`src/rtl/ir_sampler_pkg.sv`:
```
package ir_sampler_pkg;
  localparam int unsigned REG_W    = 32;
  localparam int unsigned ADDR_W   = 3;
  localparam int unsigned DONE_BIT = 18;
  localparam int unsigned OVR_BIT  = 19;

  typedef enum logic [ADDR_W-1:0] {
    A_CTRL   = 3'd0,
    A_DIV    = 3'd1,
    A_STAT   = 3'd2,
    A_MASK   = 3'd3,
    A_SAMPLE = 3'd4
  } reg_addr_e;
endpackage

```
`src/rtl/ir_sync.sv`:
```
module ir_sync #(
  parameter int unsigned STAGES = 2
) (
  input  logic clk_i,
  input  logic rst_ni,
  input  logic d_i,
  output logic q_o
);
  logic [STAGES-1:0] chain_q;

  // idle IR receiver is marking (1)
  always_ff @(posedge clk_i or negedge rst_ni) begin
    if (!rst_ni) chain_q <= '1;
    else         chain_q <= {chain_q[STAGES-2:0], d_i};
  end

  assign q_o = chain_q[STAGES-1];
endmodule

```
`src/rtl/ir_rate_div.sv`:
```
module ir_rate_div #(
  parameter int unsigned DIV_W = 16
) (
  input  logic             clk_i,
  input  logic             rst_ni,
  input  logic             en_i,
  input  logic [DIV_W-1:0] div_i,
  output logic             strobe_o
);
  logic [DIV_W-1:0] cnt_q;

  assign strobe_o = en_i && (cnt_q == '0);

  // held at the reload value while disabled
  always_ff @(posedge clk_i or negedge rst_ni) begin
    if (!rst_ni)                 cnt_q <= '0;
    else if (!en_i || strobe_o)  cnt_q <= div_i;
    else                         cnt_q <= cnt_q - 1'b1;
  end
endmodule

```
`src/rtl/ir_shift_cap.sv`:
```
module ir_shift_cap #(
  parameter int unsigned WORD_W = 32
) (
  input  logic              clk_i,
  input  logic              rst_ni,
  input  logic              en_i,
  input  logic              strobe_i,
  input  logic              bit_i,
  output logic [WORD_W-1:0] hold_o,
  output logic              done_o
);
  localparam int unsigned CNT_W = $clog2(WORD_W);

  logic [WORD_W-1:0] shreg_q, shreg_d;
  logic [CNT_W-1:0]  bcnt_q;

  assign shreg_d = {bit_i, shreg_q[WORD_W-1:1]};
  assign done_o  = strobe_i && (bcnt_q == CNT_W'(WORD_W-1));

  always_ff @(posedge clk_i or negedge rst_ni) begin
    if (!rst_ni) begin
      shreg_q <= '0;
      bcnt_q  <= '0;
    end else if (!en_i) begin
      shreg_q <= '0;
      bcnt_q  <= '0;
    end else if (strobe_i) begin
      shreg_q <= shreg_d;
      bcnt_q  <= done_o ? '0 : bcnt_q + 1'b1;
    end
  end

  always_ff @(posedge clk_i or negedge rst_ni) begin
    if (!rst_ni)     hold_o <= '0;
    else if (done_o) hold_o <= shreg_d;
  end
endmodule

```
`src/rtl/ir_irq_stat.sv`:
```
module ir_irq_stat (
  input  logic       clk_i,
  input  logic       rst_ni,
  input  logic       done_i,
  input  logic [1:0] clr_i,   // {ovr, done} write-1-to-clear
  input  logic [1:0] mask_i,  // {ovr, done}
  output logic       done_o,
  output logic       ovr_o,
  output logic       irq_o
);
  // set wins over a same-edge clear
  always_ff @(posedge clk_i or negedge rst_ni) begin
    if (!rst_ni) begin
      done_o <= 1'b0;
      ovr_o  <= 1'b0;
    end else begin
      done_o <= done_i | (done_o & ~clr_i[0]);
      ovr_o  <= (done_i & done_o & ~clr_i[0]) | (ovr_o & ~clr_i[1]);
    end
  end

  assign irq_o = (done_o & mask_i[0]) | (ovr_o & mask_i[1]);
endmodule

```
`src/rtl/ir_sampler_top.sv`:
```
module ir_sampler_top
  import ir_sampler_pkg::*;
#(
  parameter int unsigned WORD_W      = 32,
  parameter int unsigned DIV_W       = 16,
  parameter int unsigned SYNC_STAGES = 2
) (
  input  logic              clk_i,
  input  logic              rst_ni,
  input  logic              ir_i,
  input  logic              wr_en_i,
  input  logic [ADDR_W-1:0] addr_i,
  input  logic [REG_W-1:0]  wdata_i,
  output logic [REG_W-1:0]  rdata_o,
  output logic              irq_o
);
  logic              en_q;
  logic [DIV_W-1:0]  div_q;
  logic [REG_W-1:0]  mask_q;
  logic              ir_s;
  logic              strobe;
  logic              word_done;
  logic [WORD_W-1:0] hold;
  logic              stat_done, stat_ovr;
  logic [1:0]        stat_clr;
  logic [REG_W-1:0]  stat_word;

  always_ff @(posedge clk_i or negedge rst_ni) begin
    if (!rst_ni) begin
      en_q   <= 1'b0;
      div_q  <= '0;
      mask_q <= '0;
    end else if (wr_en_i) begin
      case (addr_i)
        A_CTRL:  en_q   <= wdata_i[0];
        A_DIV:   div_q  <= wdata_i[DIV_W-1:0];
        A_MASK:  mask_q <= wdata_i;
        default: ;
      endcase
    end
  end

  assign stat_clr = (wr_en_i && addr_i == A_STAT) ?
                    {wdata_i[OVR_BIT], wdata_i[DONE_BIT]} : 2'b00;

  ir_sync #(.STAGES(SYNC_STAGES)) u_sync (
    .clk_i (clk_i), .rst_ni (rst_ni), .d_i (ir_i), .q_o (ir_s)
  );

  ir_rate_div #(.DIV_W(DIV_W)) u_div (
    .clk_i (clk_i), .rst_ni (rst_ni), .en_i (en_q), .div_i (div_q),
    .strobe_o (strobe)
  );

  ir_shift_cap #(.WORD_W(WORD_W)) u_cap (
    .clk_i (clk_i), .rst_ni (rst_ni), .en_i (en_q), .strobe_i (strobe),
    .bit_i (ir_s), .hold_o (hold), .done_o (word_done)
  );

  ir_irq_stat u_stat (
    .clk_i (clk_i), .rst_ni (rst_ni), .done_i (word_done), .clr_i (stat_clr),
    .mask_i ({mask_q[OVR_BIT], mask_q[DONE_BIT]}),
    .done_o (stat_done), .ovr_o (stat_ovr), .irq_o (irq_o)
  );

  always_comb begin
    stat_word           = '0;
    stat_word[DONE_BIT] = stat_done;
    stat_word[OVR_BIT]  = stat_ovr;
  end

  always_comb begin
    case (addr_i)
      A_CTRL:   rdata_o = REG_W'(en_q);
      A_DIV:    rdata_o = REG_W'(div_q);
      A_STAT:   rdata_o = stat_word;
      A_MASK:   rdata_o = mask_q;
      A_SAMPLE: rdata_o = REG_W'(hold);
      default:  rdata_o = '0;
    endcase
  end
endmodule

```
`config.mk`:
```
export PLATFORM = sky130hd
export DESIGN_NAME = ir_sampler_top
export DESIGN_NICKNAME = d
export VERILOG_FILES = /design/src/rtl/ir_sampler_pkg.sv /design/src/rtl/ir_sync.sv /design/src/rtl/ir_rate_div.sv /design/src/rtl/ir_shift_cap.sv /design/src/rtl/ir_irq_stat.sv /design/src/rtl/ir_sampler_top.sv
export SDC_FILE = /design/constraint.sdc
export NUM_CORES = 1
export LEC_CHECK = 0
export ABC_AREA = 0
export BUFFER_PORTS_ARGS = -buffer_cell sky130_fd_sc_hd__buf_2
export CORE_MARGIN = 8
export CORE_UTILIZATION = 23
export DETAILED_ROUTE_END_ITERATION = 8
export MAX_ROUTING_LAYER = met4
export PLACE_DENSITY = 0.44
export SYNTH_ARGS = -nofsm -noshare
export SYNTH_HDL_FRONTEND = slang
export SYNTH_SLANG_ARGS = --single-unit
```
`constraint.sdc`:
```
create_clock -name clk_i -period 3.55 [get_ports clk_i]
set_input_delay 0 -clock clk_i [delete_from_list [all_inputs] [get_ports clk_i]]
set_output_delay 0 -clock clk_i [all_outputs]
set_load 0.01 [all_outputs]
```
---- Yosys cells after proc, flatten, opt, wreduce, memory -nomap -nowiden ----
Cells that the tools add are included.
word-level totals
  bits in registers ....................... 138
  latch bits .............................. 0
  RAM bits ................................ 0
  ROM bits ................................ 0
  input port bits ......................... 39
  logic and storage cells ................. 47
  memories ................................ 0
operators by class
  add/sub/neg operators ................... 2
  multipliers ............................. 0
  div/mod/pow operators ................... 0
  order comparisons ....................... 0
  equal/unequal tests ..................... 6
  shifts and indexed selects .............. 0
  multiplexer cells ....................... 8
  bitwise gates (word level) .............. 11
  reduce and logical (&&, ||, !) cells .... 10
operators by type and width
  kind                   number
  $pmux 32 s5            1
  $mux 32                2
  $logic_not 16->1       1
  $mux 16                1
  $sub 16x1->16 const B  1
  $mux 5                 3
  $and 1x1->1            6
  $eq 3x2->1 const B     2
  $reduce_and 2->1       3
  $add 5x1->5 const B    1
  $eq 5x5->1 const B     1
  $eq 3x1->1 const B     1
  $eq 3x3->1 const B     1
  $logic_and 1x1->1      3
  $logic_not 3->1        1
  $or 1x1->1             3
  $mux 2                 1
  $ne 2x1->1 const B     1
  $not 1->1              2
  $logic_not 1->1        1
  $logic_or 1x1->1       1

---- Longest topological paths before layout ----
Gate-level depths: netlist of the first run.
  depth in word-level cells ............... 6
  depth in mapped cells ................... 8
  gate-level depth less buffers ........... 6

---- Hierarchy ----
A second synthesis of the first run with hierarchy kept.
second synthesis, totals
  cells, all modules ...................... 488
  area, all modules ....................... 6515.0 sq um
modules (own cells, without submodules)
  module          instances  cells each  area each (sq um)
  ir_shift_cap    1          195         2924.1
  ir_sampler_top  1          195         2587.5
  ir_rate_div     1          89          865.8
  ir_irq_stat     1          7           85.1
  ir_sync         1          2           52.6

---- Worst setup path after synthesis of the first run ----
Ideal clock, no wire load.
  kind .................................... register to register
  start point ............................. register u_div.cnt_q[4]
  end point ............................... register u_cap.hold_o[10]
  setup time .............................. 0.125 ns
  data arrival time ....................... 2.619 ns
  path slack .............................. 0.807 ns
  cell stages (with the launch flop) ...... 8
  clock period less this slack ............ 2.743 ns
  path through ............................ dfrtp_1 -> or4_1 -> buf_2 -> or4_1 -> buf_2 -> nor4_4 -> buf_6 -> mux2_2
on the way
  longest elaborated chain between the ends .. 3
RTL lines
  item                      line                source
  start: declaration        ir_rate_div.sv:10   logic [DIV_W-1:0] cnt_q;
  start signal: assignment  ir_rate_div.sv:17   else if (!en_i || strobe_o) cnt_q <= div_i;
  start signal: assignment  ir_rate_div.sv:18   else cnt_q <= cnt_q - 1'b1;
  $logic_not 16->1          ir_rate_div.sv:12   assign strobe_o = en_i && (cnt_q == '0);
  $logic_and 1x1->1         ir_rate_div.sv:12
  $logic_and 1x1->1         ir_shift_cap.sv:18  assign done_o = strobe_i && (bcnt_q == CNT_W'(WORD_W-1));
  end signal: assignment    ir_shift_cap.sv:35  else if (done_o) hold_o <= shreg_d;
  end: declaration          ir_shift_cap.sv:9   output logic [WORD_W-1:0] hold_o,
Every way passes these cells.
A chain may end at the register's enable or synchronous reset.

---- Worst setup path after layout of the first run ----
  start point ............................. register u_div.cnt_q[4]
  end point ............................... register u_cap.hold_o[28]
Same word-level chain as after synthesis.

==> impl_metrics.env, run 1 <==
export IMPL_crit_arrival_ns=3.30
export IMPL_setup_viol_count_final=0
export IMPL_finalNetCount=593
export IMPL_yosys_area_top_type_share=0.566
export IMPL_wl_met3_um=467
export IMPL_r2r_end="u_cap.hold_o[28]"
export IMPL_maxCapViolations=0
export IMPL_drc_errors=0
export IMPL_synthToLayoutAreaGrowth_pct=28.2
export IMPL_initial_utilization=0.232
export IMPL_synth_distinct_cells=42
export IMPL_numCtsBuffers=17
export IMPL_startpoint_type="flip-flop"
export IMPL_dr_wl_met2_mm=6.78
export IMPL_cts_setup_buffers=0
export IMPL_ys_top_cells_by_area="dfrtp_1 (57%), mux2_2 (17%), a22o_1 (7.0%)"
export IMPL_required_ns=3.85
export IMPL_fin_crit_ns=3.00
export IMPL_crit_path_max_fanout=34
export IMPL_yosysTopAreaCell="dfrtp_1"
export IMPL_internal_power_mw=3.22
export IMPL_area_sequential_um2=3430
export IMPL_p_comb_frac=0.143
export IMPL_top_layer="met4"
export IMPL_reg2reg_from="u_div.cnt_q[4]"
export IMPL_cp_common_cell="or4_1"
export IMPL_tritoncts="done"
export IMPL_synth_seq_cells=137
export IMPL_syn_cell_area_um2=5960
export IMPL_core_um2=25800
export IMPL_track_usage=0.0985
export IMPL_power_density_nw_per_um2=573
export IMPL_synth_nets=492
export IMPL_rrSetupSlack_ns=0.55
export IMPL_path_cells="or4_1 -> or4_1 -> nor4_4 -> buf_4 -> mux2_2"
export IMPL_vias=3939
export IMPL_yosysSeqAreaShare=0.575
export IMPL_synthFlopType="dfrtp_1"
export IMPL_grt_remaining_overflow=0
export IMPL_portBuffers=71
export IMPL_layout_drive_gt1_share=0.371
export IMPL_endpoint_kind="flip-flop"
export IMPL_grt_pass1_vias=4289
export IMPL_fin_crit_sh=0.845
export IMPL_crit_start="u_div.cnt_q[4]"
export IMPL_grt_pass1_wl_mm=23.6
export IMPL_crit_end="u_cap.hold_o[28]"
export IMPL_layout_commonest_cell="dfrtp_1"
export IMPL_grt_max_degree=83
export IMPL_cp_depth=5
export IMPL_dpl_cell_area_um2=6700
export IMPL_report_final_slew_viol_count=0
export IMPL_critPathKind="flip-flop to flip-flop"
export IMPL_p_leak_nw=3.57
export IMPL_die_x_um=177
export IMPL_fin_total_pwr_mw=4.38
export IMPL_setup_tns_ns=0
export IMPL_swShare=0.266
export IMPL_synth_edf_count=0
export IMPL_ioPinCount=72
export IMPL_antenna_cells=0
export IMPL_die_h_um=177
export IMPL_fin_util=0.297
export IMPL_seq_power_share=0.442
export IMPL_first_iter_violations=145
export IMPL_stdcell_count=898
export IMPL_tightest_slew_ns=1.13
export IMPL_wirelength_met1_mm=6.79
export IMPL_status="finished clean"
export IMPL_ff2ff_path_depth=5
export IMPL_layout_common_cells="dfrtp_1 (135), mux2_2 (89), buf_2 (70)"
export IMPL_antenna_found_initial=0
export IMPL_worst_slack_ns=0.551
export IMPL_synth_cells=449
export IMPL_hold_path_class="primary input to flip-flop"
export IMPL_syn_area_per_cell_um2=13.3
export IMPL_pwr_share_clk=0.415
export IMPL_num_fill_cells=2611
export IMPL_clockBufferDepth=2
export IMPL_place_gp_congestion=0.801
export IMPL_vias_per_cell=4.39
export IMPL_fp_row_count=59
export IMPL_max_stage_delay_ns=0.70
export IMPL_rsz0062_at_grt="false"
export IMPL_drt_wl_total_mm=14.4
export IMPL_firstDrtPassIters=4
export IMPL_pre_cts_ws_ns=0.535
export IMPL_cts_root_buf="clkbuf_16"
export IMPL_finClkSkew_ns=0.00962
export IMPL_ant_nets=0
export IMPL_fmax_mhz=333
export IMPL_dieArea_um2=31300
export IMPL_ctsResizeCount=0
export IMPL_worst_skew_pair_late_latency_ns=0.41
export IMPL_critPathSlowestCell="or4_1"
export IMPL_async_reset_ff_frac=1.00
export IMPL_hold_violations=0
export IMPL_dpl_hpwl_mm=9.86
export IMPL_cts_sinks=137
export IMPL_crit_family="simple AND/OR/NAND/NOR gates"
export IMPL_dp_cells=832
export IMPL_wl_per_cell_um=16.0
export IMPL_p_switching_mw=1.16
export IMPL_slew_limit_headroom=0.244
export IMPL_ys_warn_count=0
export IMPL_multi_input_area_um2=2380
export IMPL_fin_area_um2=7650
export IMPL_hold_slack_ns=0.0444
export IMPL_htree_levels=4
export IMPL_max_vdd_ir_drop_mv=0.261
export IMPL_clk_pin_slew_ns=0.06
export IMPL_critPathBufInv=1
## area by class of cell
class | instances | share of cell area
sequential | 137 | 0.449
tap | 335 | 0.0548
clock buffer | 18 | 0.0574
clock inverter | 14 | 0.0224
timing repair buffer | 113 | 0.101
inverter | 8 | 0.00393
multi-input combinational | 273 | 0.312
## cells in the mapped netlist (5+ instances only)
| master | n |
|---|---|
| dfrtp_1 | 135 |
| or4_1 | 5 |
| nor2_1 | 6 |
| clkbuf_1 | 20 |
| mux2_2 | 89 |
| o21ai_0 | 22 |
| nor4_1 | 5 |
| mux2i_1 | 18 |
| inv_1 | 8 |
| buf_2 | 7 |
| a22o_1 | 48 |
| nand2_1 | 28 |
| xor2_1 | 11 |
## power by group through the flow
stage | sequential, mW | clock, mW | combinational (mW)
final | 1.93 | 1.82 | 0.628
after global routing | 1.97 | 1.94 | 0.704
after CTS | 1.93 | 1.87 | 0.643
after detailed placement | 1.96 | 0 | 0.608
after global placement | 1.95 | 0 | 0.591
after floorplan | 1.91 | 0 | 0.440
## logic make-up after synthesis
group / after synthesis / synth area share
AOI/OAI and AO/OA: 85 / 0.110
xor gates and xnor gates: 13 / 0.0191
adders and majority gates: 4 / 0.00839
buffers and inverters: 39 / 0.0298
DFF: 137 / 0.575
muxes: 107 / 0.198
and+or+nand+nor: 64 / 0.0594
## worst min-delay path by stage
| stage | from | cells past startpoint | endpoint | slack, ns |
|---|---|---|---|---|
| finish | wr_en_i | 4 | en_q | 0.04 |
| global route | wr_en_i | 3 | en_q | 0.05 |
| CTS | wr_en_i | 4 | en_q | 0.02 |
| detailed placement | rst_ni | 1 | mask_q[4] | 0.11 |
| global placement | rst_ni | 1 | div_q[4] | 0.1 |
| floorplan | rst_ni | 0 | div_q[0] | -0.30 |
## timing repair
item                                    CTS  global route
hold buffers                             34             0
endpoints found under the setup margin    0             0
hold endpoints to repair                130             0
## registers in the layout (all words and copies together) (netlist names)
signal          cells
div_q              16
en_q                1
mask_q             32
u_cap.bcnt_q        5
u_cap.hold_o       32
u_cap.shreg_q      31
u_div.cnt_q        16
u_stat.done_o       1
u_stat.ovr_o        1
u_sync.chain_q      2
## per-layer routing
metal / track usage / vias to the layer above
met5: - / -
met4: 0.0385 / 0
met3: 0.0273 / 21
met2: 0.149 / 63
met1: 0.123 / 1997
li1: - / 1858
## worst register-to-register path, cell delays in order (launching register included)
cell and delay [ns]:
dfrtp_1 0.42, or4_1 0.66, or4_1 0.70, nor4_4 0.27
buf_4 0.45, mux2_2 0.40
(Power assumes the default switching activity.)
==> run 2: changes to the inputs <==
--- a/config.mk
+++ b/config.mk
@@ -5,7 +5,7 @@
 export SDC_FILE = /design/constraint.sdc
 export NUM_CORES = 1
 export LEC_CHECK = 0
-export ABC_AREA = 0
+export ABC_AREA = 1
 export BUFFER_PORTS_ARGS = -buffer_cell sky130_fd_sc_hd__buf_2
 export CORE_MARGIN = 8
 export CORE_UTILIZATION = 23
==> constraint.sdc (replaced) <==
create_clock -name clk_i -period 2.84 [get_ports clk_i]
set_input_delay 0 -clock clk_i [delete_from_list [all_inputs] [get_ports clk_i]]
set_output_delay 0 -clock clk_i [all_outputs]
set_load 0.01 [all_outputs]
==> impl_metrics.env, run 2 <==
export IMPL_fin_crit_ns=2.08
export IMPL_cts_setup_buffers=0
export IMPL_antenna_found_initial=0
export IMPL_fin_crit_sh=0.734
export IMPL_grt_max_degree=72
export IMPL_syn_area_per_cell_um2=8.09
export IMPL_clk_pin_slew_ns=0.06
export IMPL_ys_warn_count=0
export IMPL_rrSetupSlack_ns=0.94
export IMPL_vias_per_cell=4.24
export IMPL_power_density_nw_per_um2=704
export IMPL_htree_levels=4
export IMPL_p_leak_nw=4.23
export IMPL_cts_sinks=137
export IMPL_finalNetCount=911
export IMPL_synth_most_common_cell="nand2_1"
export IMPL_ioPinCount=72
export IMPL_yosys_area_top_type_share=0.543
export IMPL_r2r_end="u_cap.hold_o[6]"
export IMPL_min_delay_start="wr_en_i"
export IMPL_hold_path_class="primary input to flip-flop"
export IMPL_slew_limit_headroom=0.480
export IMPL_vias=5177
export IMPL_layout_common_cells="nand2_1 (369), dfrtp_1 (135), nand3_1 (74)"
export IMPL_synth_distinct_cells=26
export IMPL_dieArea_um2=32600
export IMPL_whs_endpoint="mask_q[29]"
export IMPL_layout_commonest_cell="nand2_1"
export IMPL_ys_top_cells_by_area="dfrtp_1 (54%), nand2_1 (22%), nand3_1 (6.0%)"
export IMPL_initial_utilization=0.233
export IMPL_ant_nets=0
export IMPL_first_iter_violations=281
export IMPL_tritoncts="done"
export IMPL_syn_cell_area_um2=6220
export IMPL_dpl_hpwl_mm=11.7
export IMPL_reg_top3="mask_q: 32 flops, u_cap.hold_o: 32 flops, u_cap.shreg_q: 31 flops"
export IMPL_tightest_slew_ns=0.778
export IMPL_die_h_um=180
export IMPL_numCtsBuffers=17
export IMPL_startpoint_type="primary input"
export IMPL_synthFlopType="dfrtp_1"
export IMPL_die_x_um=180
export IMPL_reg2reg_from="u_div.cnt_q[0]"
export IMPL_finClkSkew_ns=0.00729
export IMPL_maxCapViolations=0
export IMPL_fmax_mhz=480
export IMPL_antenna_cells=0
export IMPL_grt_pass1_wl_mm=29.0
export IMPL_setup_tns_ns=0
export IMPL_crit_path_max_fanout=19
export IMPL_yosysTopAreaCell="dfrtp_1"
export IMPL_wl_per_cell_um=14.1
export IMPL_ff2ff_path_depth=9
export IMPL_synth_cells=769
export IMPL_dp_cells=1154
export IMPL_synth_seq_cells=137
export IMPL_cts_root_buf="clkbuf_16"
export IMPL_track_usage=0.113
export IMPL_report_final_slew_viol_count=0
export IMPL_whs_path_depth=3
export IMPL_drc_errors=0
export IMPL_endpoint_kind="primary output"
export IMPL_max_vdd_ir_drop_mv=0.357
export IMPL_layout_drive_gt1_share=0.144
export IMPL_crit_arrival_ns=2.08
export IMPL_synthToLayoutAreaGrowth_pct=27.7
export IMPL_firstDrtPassIters=4
export IMPL_portBuffers=71
export IMPL_setup_viol_count_final=0
export IMPL_grt_pass1_vias=5255
export IMPL_yosysSeqAreaShare=0.551
export IMPL_synth_edf_count=0
export IMPL_clockBufferDepth=2
export IMPL_hold_violations=0
export IMPL_drt_wl_total_mm=17.2
export IMPL_synth_nets=812
export IMPL_rsz0062_at_grt="false"
export IMPL_synthTopCellsByCount="nand2_1 (369), dfrtp_1 (135), nand3_1 (74)"
export IMPL_fp_row_count=60
export IMPL_worst_skew_pair_late_latency_ns=0.42
export IMPL_required_ns=2.84
export IMPL_place_gp_congestion=0.822
export IMPL_grt_remaining_overflow=0
export IMPL_stdcell_count=1222
export IMPL_critPathKind="primary input to primary output"
export IMPL_core_um2=26700
export IMPL_async_reset_ff_frac=1.00
export IMPL_status="finished clean"
==> run 2: per-stage QoR <==
stage           util  hold WS, ns  setup slack, ns  instance area (um2)  total power, mW
2_1_floorplan      -       -0.296             1.08                 6220             2.95
3_3_place_gp   0.260       0.0827            0.938                 6960             3.26
3_5_place_dp   0.260       0.0771            0.927                 6960             3.25
4_1_cts        0.297       0.0170            0.717                 7950             5.68
5_1_grt        0.297       0.0406            0.602                 7950             5.92
6_report       0.297       0.0344            0.755                 7950             5.59
==> run 2: how the worst max path moves through the flow <==
stage | start | to | slack [ns]
2_1_floorplan | u_cap.bcnt_q[0] | u_cap.hold_o[12] | 1.08
3_3_place_gp | u_div.cnt_q[6] | u_cap.hold_o[11] | 0.94
3_5_place_dp | u_div.cnt_q[0] | u_cap.hold_o[4] | 0.93
4_1_cts | addr_i[0] | rdata_o[28] | 0.72
5_1_grt | addr_i[0] | rdata_o[28] | 0.60
6_report | addr_i[0] | rdata_o[23] | 0.76
==> run 2: cells by family (layout without fill, tap and decap cells) <==
logic type               after synthesis  after routing  share of synthesized area
AND/OR/NAND/NOR                      485            485                      0.318
flip-flops                           137            137                      0.551
buffers and inverters                 78            190                     0.0567
AO/OA/AOI/OAI                         58             58                     0.0565
XOR/XNOR                               7              7                    0.00985
adder cells (fa/ha/maj)                4              4                    0.00804
==> run 2: timing repair <==
action,4_1_cts,5_1_grt
resized for setup,0,0
hold buffers,36,0
endpoints found under the hold margin,119,0
==> run 2: worst max-delay path, cell delays in order <==
cell	delay, ns
dlygate4sd3_1	0.54
buf_2	0.15
nor2_1	0.17
nand2_1	0.07
inv_1	0.48
buf_4	0.33
a22o_1	0.18
buf_2	0.14
==> run 2: report_power, final <==
part / switching [mW] / internal (mW) / total, mW
logic: 0.559 / 0.341 / 0.900
registers: 0.175 / 2.17 / 2.35
clock network: 0.918 / 1.43 / 2.35
total: 1.65 / 3.94 / 5.59
==> run 2: cell type report <==
| cell class | count | area, um2 |
|---|---|---|
| fill | 2888 | 18800 |
| sequential | 137 | 3430 |
| multi-input combinational | 554 | 2440 |
| timing repair buffer | 120 | 882 |
| clock buffer | 18 | 439 |
| tap | 341 | 427 |
| clock inverter | 14 | 185 |
| inverter | 38 | 143 |
==> run 2: layer usage <==
layer	up-vias	share of wire	track usage
li1	2627	-	-
met1	2471	0.48	0.143
met2	58	0.48	0.179
met3	21	0.023	0.0212
met4	0	0.017	0.0397
met5	-	0	-
==> run 3: changes to the inputs <==
--- a/config.mk
+++ b/config.mk
@@ -5,13 +5,13 @@
 export SDC_FILE = /design/constraint.sdc
 export NUM_CORES = 1
 export LEC_CHECK = 0
-export ABC_AREA = 1
+export ABC_AREA = 0
 export BUFFER_PORTS_ARGS = -buffer_cell sky130_fd_sc_hd__buf_2
 export CORE_MARGIN = 8
 export CORE_UTILIZATION = 23
 export DETAILED_ROUTE_END_ITERATION = 8
 export MAX_ROUTING_LAYER = met4
-export PLACE_DENSITY = 0.44
+export PLACE_DENSITY = 0.46
 export SYNTH_ARGS = -nofsm -noshare
 export SYNTH_HDL_FRONTEND = slang
 export SYNTH_SLANG_ARGS = --single-unit
==> constraint.sdc (replaced) <==
create_clock -name clk_i -period 1.9 [get_ports clk_i]
set_input_delay 0 -clock clk_i [delete_from_list [all_inputs] [get_ports clk_i]]
set_output_delay 0 -clock clk_i [all_outputs]
set_load 0.01 [all_outputs]
==> impl_metrics.env, run 3 (synthesis results as in run 1) <==
export IMPL_worst_slack_ns=-0.576
export IMPL_hold_path_class="primary input to asynchronous set/reset pin"
export IMPL_finClkSkew_ns=0.00727
export IMPL_clk_pin_slew_ns=0.06
export IMPL_htree_levels=4
export IMPL_initial_utilization=0.232
export IMPL_cts_sinks=137
export IMPL_max_stage_delay_ns=0.54
export IMPL_die_h_um=177
export IMPL_antenna_cells=0
export IMPL_grt_pass1_vias=4513
export IMPL_wl_per_cell_um=17.2
export IMPL_reg_top3="mask_q: 32 flops, u_cap.hold_o: 32 flops, u_cap.shreg_q: 31 flops"
export IMPL_ioPinCount=72
export IMPL_portBuffers=71
export IMPL_fp_row_count=59
export IMPL_crit_family="simple AND/OR/NAND/NOR gates"
export IMPL_first_iter_violations=240
export IMPL_tightest_slew_ns=0.577
export IMPL_layout_drive_gt1_share=0.427
export IMPL_core_um2=25800
export IMPL_track_usage=0.106
export IMPL_maxCapViolations=0
export IMPL_critPathBufInv=4
export IMPL_grt_max_degree=58
export IMPL_path_cells="or4_4 -> or4_4 -> buf_6 -> buf_6 -> nor3_4 -> buf_12 -> clkbuf_16 -> a22o_1"
export IMPL_setup_tns_ns=-44.38
export IMPL_p_leak_nw=3.95
export IMPL_layout_common_cells="dfrtp_1 (135), buf_2 (70), mux2_2 (57)"
export IMPL_required_ns=2.25
export IMPL_startpoint_type="flip-flop"
export IMPL_drc_errors=0
export IMPL_setup_viol_count_final=86
export IMPL_critPathKind="flip-flop to flip-flop"
export IMPL_fin_crit_sh=1.30
export IMPL_report_final_slew_viol_count=0
export IMPL_ff2ff_path_depth=8
export IMPL_ant_nets=0
export IMPL_fmax_mhz=404
export IMPL_crit_arrival_ns=2.83
export IMPL_rsz0062_at_grt="true"
export IMPL_antenna_found_initial=0
export IMPL_critPathSlowestCell="or4_4"
export IMPL_violations="negative setup slack"
export IMPL_pre_cts_ws_ns=-0.560
export IMPL_synthToLayoutAreaGrowth_pct=42.8
export IMPL_layout_commonest_cell="dfrtp_1"
export IMPL_drt_wl_total_mm=16.3
export IMPL_place_gp_congestion=0.786
export IMPL_status="finished, violations left"
export IMPL_reg2reg_from="u_div.cnt_q[9]"
export IMPL_power_density_nw_per_um2=1030
export IMPL_dpl_hpwl_mm=10.3
export IMPL_slew_limit_headroom=0.611
export IMPL_cts_root_buf="clkbuf_16"
export IMPL_rrSetupSlack_ns=-0.58
export IMPL_tritoncts="done"
export IMPL_finalNetCount=645
export IMPL_hold_violations=0
export IMPL_worst_skew_pair_late_latency_ns=0.42
export IMPL_clockBufferDepth=2
export IMPL_grt_remaining_overflow=0
export IMPL_grt_pass1_wl_mm=25.0
export IMPL_fin_crit_ns=2.48
export IMPL_fin_total_pwr_mw=8.80
export IMPL_numCtsBuffers=17
export IMPL_dieArea_um2=31300
export IMPL_die_x_um=177
export IMPL_vias_per_cell=4.48
export IMPL_crit_path_max_fanout=9
export IMPL_max_vdd_ir_drop_mv=0.537
export IMPL_endpoint_kind="flip-flop"
export IMPL_vias=4251
export IMPL_r2r_end="u_cap.shreg_q[14]"
export IMPL_firstDrtPassIters=5
run 3: cell types whose count changed in the layout (fill, tap and decap cells not counted), moves of 6 or more:
cell / previous run / this run
mux2i_1: 0 / 18
a22o_1: 15 / 48
clkbuf_16: 17 / 24
nand2_1: 369 / 28
mux2_4: 0 / 32
xor2_1: 4 / 11
mux2_2: 0 / 57
buf_4: 8 / 36
nor2_1: 28 / 6
o21ai_1: 19 / 0
nand3_1: 74 / 2
inv_1: 35 / 8
inv_6: 7 / 1
run 3: metal layers:
| layer | GRT usage | vias up | wire length [um] |
|---|---|---|---|
| met2 | 0.155 | 111 | 7320 |
| met3 | 0.0341 | 20 | 883 |
| met1 | 0.136 | 2159 | 7860 |
| met5 | - | - | 0 |
| li1 | - | 1961 | - |
| met4 | 0.0361 | 0 | 242 |
run 3: layout make-up:
class | instances | area [um2]
Clock buffer | 19 | 433
Fill cell | 2520 | 17200
Inverter | 8 | 30.0
Clock inverter | 11 | 198
Timing Repair Buffer | 165 | 1460
Tap cell | 335 | 419
Sequential cell | 137 | 3430
Multi-Input combinational cell | 273 | 2550
run 3: power breakdown:
| part | switching (mW) | leakage [nW] | internal (mW) | total, mW |
|---|---|---|---|---|
| sequential | 0.255 | 1.78 | 3.30 | 3.56 |
| combinational | 0.752 | 1.88 | 0.912 | 1.66 |
| clock | 1.26 | 0.292 | 2.32 | 3.57 |
run 3: worst max path at each step:
stage,cells past startpoint,slack (ns),startpoint,to
after floorplan,7,-0.69,u_div.cnt_q[5],u_cap.hold_o[10]
after CTS,5,-0.55,u_div.cnt_q[9],u_cap.hold_o[27]
final,8,-0.58,u_div.cnt_q[9],u_cap.shreg_q[14]
after global routing,8,-0.63,u_div.cnt_q[9],u_cap.shreg_q[14]
after global placement,5,-0.52,u_div.cnt_q[9],u_cap.hold_o[20]
after detailed placement,5,-0.56,u_div.cnt_q[9],u_cap.hold_o[27]
run 3: timing repair:
| item | 4_1_cts | 5_1_grt |
|---|---|---|
| setup endpoints to repair | 86 | 86 |
| hold endpoints to repair | 187 | 0 |
| pin swaps | 2 | 8 |
| gates resized for setup | 6 | 33 |
| setup buffers | 2 | 6 |
| hold buffers | 34 | 0 |
| gates cloned | 3 | 7 |
run 3: metrics by stage:
stage / std cells / util / cell area [um2] / hold WS [ns]
3_5_place_dp: 866 / 0.274 / 7070 / -0.0844
5_1_grt: 948 / 0.331 / 8520 / 0.0553
3_3_place_gp: 866 / 0.274 / 7070 / -0.0827
6_report: 948 / 0.331 / 8520 / 0.0357
4_1_cts: 935 / 0.317 / 8160 / 0.0255
2_1_floorplan: 449 / - / 6080 / -0.296
